$ cat config.mk
export PLATFORM = sky130hd
export DESIGN_NAME = smm_top
export DESIGN_NICKNAME = d
export VERILOG_FILES = /design/src/rtl/smm_pkg.sv /design/src/rtl/smm_selftest_gather.sv /design/src/rtl/smm_ack_timer.sv /design/src/rtl/smm_window.sv /design/src/rtl/smm_top.sv
export SDC_FILE = /design/constraint.sdc
export NUM_CORES = 1
export LEC_CHECK = 0
export CAP_MARGIN = 0
export CORE_UTILIZATION = 46
export DETAILED_ROUTE_END_ITERATION = 12
export HOLD_SLACK_MARGIN = 0.03
export PLACE_DENSITY = 0.74
export SYNTH_ARGS = -nofsm -noshare
export SYNTH_HDL_FRONTEND = slang
export SYNTH_SLANG_ARGS = --single-unit
$ cat constraint.sdc
create_clock -name clk -period 3.6 [get_ports clk]
set_input_delay 0.54 -clock clk [delete_from_list [all_inputs] [get_ports clk]]
set_output_delay 0.54 -clock clk [all_outputs]
set_load 0.005 [all_outputs]
$ cat src/rtl/smm_pkg.sv
package smm_pkg;
  typedef enum logic [2:0] {
    MODE_STARTUP = 3'd0,
    MODE_NORMAL  = 3'd1,
    MODE_CONFIG  = 3'd2,
    MODE_SUSPECT = 3'd3,
    MODE_SAFE    = 3'd4
  } mode_e;
endpackage

$ cat src/rtl/smm_selftest_gather.sv
// Sticky record of self-test passes; cleared whenever startup is not active.
module smm_selftest_gather #(
  parameter int N_TESTS = 3
) (
  input  logic               clk,
  input  logic               rst_n,
  input  logic               clr_i,
  input  logic [N_TESTS-1:0] pass_i,
  input  logic [N_TESTS-1:0] fail_i,
  output logic               all_pass_o,
  output logic               any_fail_o
);
  logic [N_TESTS-1:0] seen_q;
  logic [N_TESTS-1:0] seen_d;

  always_comb begin
    if (clr_i) seen_d = '0;
    else       seen_d = seen_q | pass_i;
  end

  always_ff @(posedge clk or negedge rst_n) begin
    if (!rst_n) seen_q <= '0;
    else        seen_q <= seen_d;
  end

  assign all_pass_o = &seen_q;
  assign any_fail_o = |fail_i;
endmodule

$ cat src/rtl/smm_ack_timer.sv
// Acknowledgement supervision: timeout on the LIMIT-th cycle after the request.
module smm_ack_timer #(
  parameter int LIMIT = 8
) (
  input  logic clk,
  input  logic rst_n,
  input  logic active_i,
  input  logic req_i,
  input  logic ack_i,
  output logic timeout_o
);
  localparam int CW = (LIMIT > 1) ? $clog2(LIMIT) : 1;
  localparam logic [CW-1:0] LAST = CW'(LIMIT - 1);

  logic          armed_q, armed_d;
  logic [CW-1:0] cnt_q, cnt_d;

  assign timeout_o = active_i && armed_q && !ack_i && (cnt_q == LAST);

  always_comb begin
    armed_d = armed_q;
    cnt_d   = cnt_q;
    if (!active_i) begin
      armed_d = 1'b0;
      cnt_d   = '0;
    end else if (req_i) begin
      armed_d = 1'b1;
      cnt_d   = '0;
    end else if (armed_q && (ack_i || timeout_o)) begin
      armed_d = 1'b0;
      cnt_d   = '0;
    end else if (armed_q) begin
      cnt_d   = cnt_q + 1'b1;
    end
  end

  always_ff @(posedge clk or negedge rst_n) begin
    if (!rst_n) begin
      armed_q <= 1'b0;
      cnt_q   <= '0;
    end else begin
      armed_q <= armed_d;
      cnt_q   <= cnt_d;
    end
  end
endmodule

$ cat src/rtl/smm_window.sv
// Counts consecutive clean supervised cycles; done on the WIN-th one.
module smm_window #(
  parameter int WIN = 16
) (
  input  logic clk,
  input  logic rst_n,
  input  logic run_i,
  input  logic hit_i,
  output logic done_o
);
  localparam int CW = (WIN > 1) ? $clog2(WIN) : 1;
  localparam logic [CW-1:0] LAST = CW'(WIN - 1);

  logic [CW-1:0] cnt_q, cnt_d;

  assign done_o = run_i && !hit_i && (cnt_q == LAST);

  always_comb begin
    if (!run_i || hit_i || done_o) cnt_d = '0;
    else                           cnt_d = cnt_q + 1'b1;
  end

  always_ff @(posedge clk or negedge rst_n) begin
    if (!rst_n) cnt_q <= '0;
    else        cnt_q <= cnt_d;
  end
endmodule

$ cat src/rtl/smm_top.sv
module smm_top
  import smm_pkg::*;
#(
  parameter int N_TESTS    = 3,
  parameter int ACK_LIMIT  = 8,
  parameter int WIN_CYCLES = 16
) (
  input  logic               clk,
  input  logic               rst_n,
  input  logic [N_TESTS-1:0] st_pass_i,
  input  logic [N_TESTS-1:0] st_fail_i,
  input  logic               rt_err_i,
  input  logic               ack_req_i,
  input  logic               ack_seen_i,
  input  logic               cfg_req_i,
  input  logic               restart_done_i,
  output logic [2:0]         mode_o,
  output logic               restart_req_o,
  output logic               safe_o
);
  mode_e mode_q, mode_d;
  logic  rec_q, rec_d;
  logic  all_pass, any_fail, ack_timeout, win_done;
  logic  running, err_now;

  assign running = (mode_q == MODE_NORMAL) || (mode_q == MODE_CONFIG);

  smm_selftest_gather #(.N_TESTS(N_TESTS)) u_gather (
    .clk        (clk),
    .rst_n      (rst_n),
    .clr_i      (mode_q != MODE_STARTUP),
    .pass_i     (st_pass_i),
    .fail_i     (st_fail_i),
    .all_pass_o (all_pass),
    .any_fail_o (any_fail)
  );

  smm_ack_timer #(.LIMIT(ACK_LIMIT)) u_ack (
    .clk       (clk),
    .rst_n     (rst_n),
    .active_i  (running),
    .req_i     (ack_req_i),
    .ack_i     (ack_seen_i),
    .timeout_o (ack_timeout)
  );

  always_comb begin
    case (mode_q)
      MODE_STARTUP:            err_now = any_fail;
      MODE_NORMAL, MODE_CONFIG: err_now = rt_err_i || ack_timeout;
      default:                 err_now = 1'b0;
    endcase
  end

  smm_window #(.WIN(WIN_CYCLES)) u_win (
    .clk    (clk),
    .rst_n  (rst_n),
    .run_i  ((mode_q == MODE_NORMAL) && rec_q),
    .hit_i  (err_now),
    .done_o (win_done)
  );

  // next-state logic
  always_comb begin
    mode_d = mode_q;
    if (err_now) begin
      mode_d = rec_q ? MODE_SAFE : MODE_SUSPECT;
    end else begin
      case (mode_q)
        MODE_STARTUP: if (all_pass) mode_d = cfg_req_i ? MODE_CONFIG : MODE_NORMAL;
        MODE_NORMAL:  if (cfg_req_i) mode_d = MODE_CONFIG;
        MODE_CONFIG:  if (!cfg_req_i) mode_d = MODE_NORMAL;
        MODE_SUSPECT: if (restart_done_i) mode_d = MODE_STARTUP;
        default:      mode_d = MODE_SAFE;
      endcase
    end
  end

  always_comb begin
    rec_d = rec_q;
    if (err_now)       rec_d = 1'b1;
    else if (win_done) rec_d = 1'b0;
  end

  always_ff @(posedge clk or negedge rst_n) begin
    if (!rst_n) begin
      mode_q <= MODE_STARTUP;
      rec_q  <= 1'b0;
    end else begin
      mode_q <= mode_d;
      rec_q  <= rec_d;
    end
  end

  assign mode_o        = mode_q;
  assign restart_req_o = (mode_q == MODE_SUSPECT);
  assign safe_o        = (mode_q == MODE_SAFE);
endmodule

==> run summary, run 1 <==
The flow ran to the end, and the final reports show no timing, DRC or antenna violations. The via count of the first global-routing pass was 611; the biggest fanout along the worst timing path was 14. The run gives 0.190 as the all-layer global routing usage. Setup repair after global routing left no endpoint under its margin. The primary flip-flop cell chosen by synthesis mapping is dfrtp_1. The synthesized design spends more area on one cell type than any other, namely dfrtp_1. The die covers 1970 µm².

After routing, the total negative slack on setup checks comes to 0 ps. For the worst setup path, the data arrival time is 1640 ps. TritonCTS created 3 clock buffers.

The count of cells in the finished layout, fillers not included, comes to 124. The fraction of post-synthesis cell area in the top cell type by area is 0.454. For this design, the slowest cell found on the critical path is dfrtp_1.

Number of search-and-repair iterations in the first detailed-routing pass: 4. The worst setup path is captured at an output port. Die width: 44.4 µm.

For this run, the top clock speed supported by timing is 458 MHz. Detailed routing inserted a total of 653 vias. In this run the static leakage power is 0.453 nW.

The critical path goes through nor3b_1 -> clkdlybuf4s50_1. The tools report the area of the mapped netlist as 827 µm². The logs give 18 for the top-level port count and 1590 µm² for the placeable core region. For the worst flop-to-flop path, the logic depth is 6. The number of cells on the worst hold path came out at 1. Total DRC errors in the routed layout: 0. After synthesis, the cell types taking the most area are dfrtp_1 (45%), ha_1 (4.5%), mux2i_1 (3.6%).

The number of nets handed over by synthesis was 98. The number of hold violations in the final report is 0, and the worst-case hold slack is 477 ps. The time the final worst path needs with I/O delays and setup was 2180 ps; the first-pass GRT wire length was 2700 µm. For the final RePlAce weighted congestion, the log shows 0.737. In this design, the largest share of critical-path delay is due to flip-flops.

Summing internal, switching and leakage power gives 0.000367 W. The count of maximum capacitance violations is 0. After clock tree synthesis, the setup repair step added 0 buffers.

At the pin with the least slew margin, the transition time is 657 ps. Across the VDD grid, the largest voltage drop is 234 µV. The wire-length estimate of the detail-placed layout is 1150 µm. The initial antenna violation count was 0; the initial core utilization was 0.519.

After detailed routing, the number of vias per cell comes to 5.27. The type of the setup path with the least slack is reg -> out. After synthesis the netlist holds a flip-flop and latch count of 15. Clock skew on the completed layout was measured at 4.48 ps. In this design, the stage delay of the slowest critical-path cell is 610 ps. The logs give 14 for the total number of placement rows and 0 for the count of antenna diodes in the layout. Ranked by instance count, the synthesized netlist is headed by dfrtp_1 (15), nor2_1 (8). TritonCTS built the clock tree. The maximum number of buffers from clock root to sink was 2; the clock slew seen by the registers of the worst setup and hold paths was 80 ps. For the worst setup path, the data required time is 3060 ps. For this block, the routed nets add up to 1480 µm of wire. In this run the remaining antenna-violating nets after routing total 0. In this run, synthesis inferred 0 flip-flops with an integrated enable.

The number of failing setup endpoints in the final timing report was 0. The die is 44.4 µm tall. The final critical-path share of the clock period works out to 0.606.

The sequential area share after synthesis was 0.454; the share of flip-flops with an asynchronous set or reset was 1.00. The most frequent cell after synthesis is dfrtp_1. The net count of the finished layout is 117.

Port buffering added 17 buffers. The number of placed instances, taps included, is 120. For this block, the initial DRC count from the detailed router was 11.

The logic depth of the worst setup path including buffers was 2. In this run, post-CTS hold repair placed 0 buffers. The Yosys step of the flow raised 0 warnings. Number of max-slew violations in the final report: 0. In this run the power density over the cells is 353 nW/µm². STA classifies the critical path startpoint as a register.

The run gives 0.561 as the worst slew slack as a fraction of its limit. The per-cell routed wire length came out at 11.9 µm. The global route total overflow was 0. The tools report the number of distinct library cells after synthesis as 34.

The count of mapped cells out of synthesis was 82. The tools report the number of H-tree levels as 1. Entering global routing, the biggest net connects 17 pins. The fraction of layout instances using a drive strength above 1 came out at 0.0700. At the later pin of the worst-skew pair, clock insertion delay measures 270 ps. Number of buffers and inverters on the critical path: 1. The logs give 15 for the clock sink total and 0 for the number of gates resized after CTS. Area growth from synthesis to final layout: 25.7%. The clock root buffer master is clkbuf_4. Path type of the worst min-delay path: reg -> reg. Averaged over all synthesized cells, the footprint is 10.1 µm².
-- power by group --
part	internal (W)	switching [W]	total, W	leakage (nW)
Clock	0.0000429	0.0000496	0.0000925	0.0150
Combinational	0.0000480	0.0000307	0.0000787	0.239
Sequential	0.000177	0.0000190	0.000196	0.199
Total	0.000268	0.0000992	0.000367	0.453
-- final timing paths --
path,end,start,slack (ps)
max,safe_o,mode_o[2],1420
max in group asynchronous,u_win.cnt_q[2],rst_n,2520
min in group asynchronous,u_gather.seen_q[1],rst_n,660
min,u_win.cnt_q[0],u_win.cnt_q[0],480
min reg2reg,u_win.cnt_q[0],u_win.cnt_q[0],480
max reg2reg,mode_o[0],u_ack.cnt_q[0],1880
-- cells by family (layout without fill, tap and decap cells) --
family / Yosys count / after routing / synth area share
and+or+nand+nor: 32 / 32 / 0.212
DFF: 15 / 15 / 0.454
muxes: 3 / 3 / 0.0363
adders and majority gates: 3 / 3 / 0.0454
AOI/OAI and AO/OA: 19 / 19 / 0.186
buffers and inverters: 7 / 25 / 0.0348
xor gates and xnor gates: 3 / 3 / 0.0318
-- per-layer routing --
metal  part of all wire  global-route usage
met2               0.43               0.271
met4             0.0074              0.0727
met5                  0                   0
met1               0.51               0.284
met3              0.048              0.0408
-- area by class of cell --
type	count	area, µm²
Fill cell	142	554
Multi-Input combinational cell	60	423
Sequential cell	15	375
Timing Repair Buffer	17	170
Tap cell	24	30.0
Clock buffer	4	26.3
Inverter	4	15.0
-- state kept, by name (all words and copies together), names as in the netlist --
name / cells
u_win.cnt_q: 4
mode_o: 3
u_ack.cnt_q: 3
u_gather.seen_q: 3
rec_q: 1
u_ack.armed_q: 1
-- per-stage QoR --
step	area [µm²]	worst slack [ps]	util
floorplan	827	2030	-
global placement	1010	1610	0.636
detailed placement	1010	1570	0.636
CTS	1040	1420	0.652
global route	1040	1310	0.652
finish	1040	1420	0.652
-- layout by cell type, fill, tap and decap left out, drive strengths merged, types with 3 or more instances in the layout --
master | synthesis | layout
mux2i | 3 | 3
nor2b | 3 | 3
clkdlybuf4s50 | 0 | 17
nor2 | 9 | 9
clkbuf | 1 | 4
nor3 | 4 | 4
nand3 | 4 | 4
ha | 3 | 3
dfrtp | 15 | 15
inv | 4 | 4
nand2 | 4 | 4
o21a | 3 | 3
(Power assumes the default switching activity.)
==> run 2: changes to the inputs <==
==> constraint.sdc (replaced) <==
create_clock -name clk -period 2.2 [get_ports clk]
set_input_delay 0.33 -clock clk [delete_from_list [all_inputs] [get_ports clk]]
set_output_delay 0.33 -clock clk [all_outputs]
set_load 0.005 [all_outputs]
==> run summary, run 2 (synthesized netlist as in run 1, its figures left out) <==
The worst setup path is captured at an output port. The number of inserted filler cells in the final layout was 133 (-6.3%). The total wirelength of the detailed-routed design was 1580 µm (+6.3%); the all-layer global routing usage was 0.191 (+0.000532). The area growth from synthesis to layout is 27.1%. Number of H-tree levels: 1 (unchanged). Clock tree synthesis selected as its root buffer the cell clkbuf_4.

The maximum achievable frequency was 509 MHz. The accumulated negative setup slack came out at 0 ps (unchanged). The slew at the pin closest to its max-slew limit came out at 680 ps (+23.5 ps).

The logs give 3 (unchanged) for the clock buffer count from CTS and 1870 ps (-1190 ps) for the required time of the critical path. The time the final worst path needs with I/O delays and setup is 1960 ps, and the ratio of routed vias to standard cells is 5.46 (+3.8%). The initial antenna violation count came out at 0 (unchanged). The sequential cell area in the final layout was 375 µm² (unchanged). The run gives 0 (unchanged) as the count of antenna diodes in the layout. The run gives 0 (unchanged) as the number of gates resized after CTS. The number of search-and-repair iterations in the first detailed-routing pass came out at 6 (+2). The via count of the first global-routing pass was 644 (+5.4%); the overall power was 0.000619 W (+69%). The logs give 1180 µm (+2.9%) for the estimated wirelength of the detail-placed design and 459 µV (+96%) for the worst vdd rail ir drop. The library cells used most frequently in the layout, excluding fill and tap cells, are clkdlybuf4s50_1 (17), dfrtp_1 (15), nor2_1 (8). STA classifies the critical path startpoint as a register. The number of hold buffers added after CTS is 0 (unchanged). Placeable core region: 1590 µm² (unchanged).

The flip-flop count of the largest register after layout was 4 (unchanged). Leakage power of the design: 0.456 nW (+0.72%). The per-cell routed wire length works out to 12.6 µm (+5.5%).

The run gives 2 (unchanged) as the maximum number of buffers from clock root to sink. Setup repair after global routing left no endpoint under its margin. The total DRC errors in the routed layout is 0 (unchanged).

The tools report the pin count of the biggest net entering global routing as 17 (unchanged). Path type of the worst min-delay path: in -> async. The initial core utilization was 0.519 (unchanged); the net count of the finished layout was 118 (+0.85%). TritonCTS built the clock tree. The logs give 18 (unchanged) for the top-level port count and 0 (unchanged) for the number of hold violations in the final report. The run finished with clean final reports. The vertical die dimension came out at 44.4 µm (unchanged). The final RePlAce weighted congestion came out at 0.748 (+1.5%). The tools report the post-CTS setup buffer count as 0 (unchanged). The biggest fanout along the worst timing path works out to 16 (+2). The library cell used most frequently in the layout, excluding fill and tap cells, is clkdlybuf4s50_1.

The logs give 18 (+7) for the number of design-rule violations left by the first detailed-router iteration and 2700 µm (-0.26%) for the first-pass GRT wire length. The number of max-slew violations in the final report is 0 (unchanged), and the count of port buffers added during placement is 17 (unchanged). The tools report the clock sink total as 15 (unchanged). The total number of placement rows is 14 (unchanged), and the final setup skew is 4.95 ps (+0.466 ps).

The total vias in the final route was 683 (+4.6%); the global route total overflow was 0 (unchanged). The total die area is 1970 µm² (unchanged). The power per standard cell area is 589 nW/µm² (+67%), and the endpoint arrival time on the critical path is 1630 ps (about the same). For the count of maximum capacitance violations, the log shows 0 (unchanged). The critical path is of the reg -> out type.

The number of failing setup endpoints in the final timing report is 0 (unchanged), and the die width is 44.4 µm (unchanged). Counting flops per register, the top entry is u_win.cnt_q. The clock slew seen by the registers of the worst setup and hold paths is 100 ps (+20 ps). The number of antenna-violating nets in the routed design came out at 0 (unchanged). The clock latency on the worst-skew pair is 290 ps (+20 ps), and the fraction of layout instances using a drive strength above 1 is 0.0891 (+0.0191).

The worst slew slack as a fraction of its limit is 0.545 (-0.0157), and the final critical-path share of the clock period is 0.893. For the multi-input gate area in the final layout, the log shows 423 µm² (unchanged).
==> run 2: cell types whose count changed in the layout (fill, tap and decap cells not counted) <==
cell / previous run / this run
buf_4: 0 / 1
clkinvlp_4: 0 / 1
clkbuf_1: 1 / 0
==> run 2: area by class of cell <==
cell class | instances | share of cell area
Clock buffer | 3 | 0.0214
Clock inverter | 1 | 0.00714
Multi-Input combinational cell | 60 | 0.402
Timing Repair Buffer | 18 | 0.169
Sequential cell | 15 | 0.357
Tap cell | 24 | 0.0286
Inverter | 4 | 0.0143
==> run 2: where the power goes <==
part | internal [W] | total (W) | switching [W]
Clock | 0.0000691 | 0.000164 | 0.0000949
Sequential | 0.000290 | 0.000312 | 0.0000227
Combinational | 0.0000836 | 0.000143 | 0.0000595
Total | 0.000442 | 0.000619 | 0.000177
==> run 2: final timing paths <==
path | startpoint | to | cells past startpoint | slack [ps]
worst max-delay path | mode_o[0] | safe_o | 2 | 240
worst min-delay path | rst_n | u_win.cnt_q[1] | 1 | 440
worst max register to register | u_ack.cnt_q[0] | mode_o[0] | 6 | 460
worst min register to register | u_win.cnt_q[0] | u_win.cnt_q[0] | 1 | 470
max in group asynchronous | rst_n | u_ack.armed_q | 1 | 1320
min in group clk | u_win.cnt_q[0] | u_win.cnt_q[0] | 1 | 470
==> run 2: worst max-delay path, cell delays in order, from the launching register on <==
cell and delay [ps]:
dfrtp_1 560, nor3b_1 250, clkdlybuf4s50_1 530
==> run 2: layer usage <==
| layer | GRT usage | vias to the layer above | share of wire |
|---|---|---|---|
| met2 | 0.276 | 19 | 0.45 |
| met5 | 0 | - | 0 |
| met3 | 0.0408 | 4 | 0.049 |
| met1 | 0.272 | 324 | 0.49 |
| li1 | - | 336 | - |
| met4 | 0.0909 | 0 | 0.015 |
==> run 2: metrics by stage <==
step	std cells	hold WS, ps	utilization	setup WS [ps]	instance area [µm²]
2_1_floorplan	82	34.4	-	635	827
3_3_place_gp	121	456	0.641	418	1020
3_5_place_dp	121	456	0.641	372	1020
4_1_cts	125	452	0.659	213	1050
5_1_grt	125	487	0.659	112	1050
6_report	125	443	0.659	236	1050
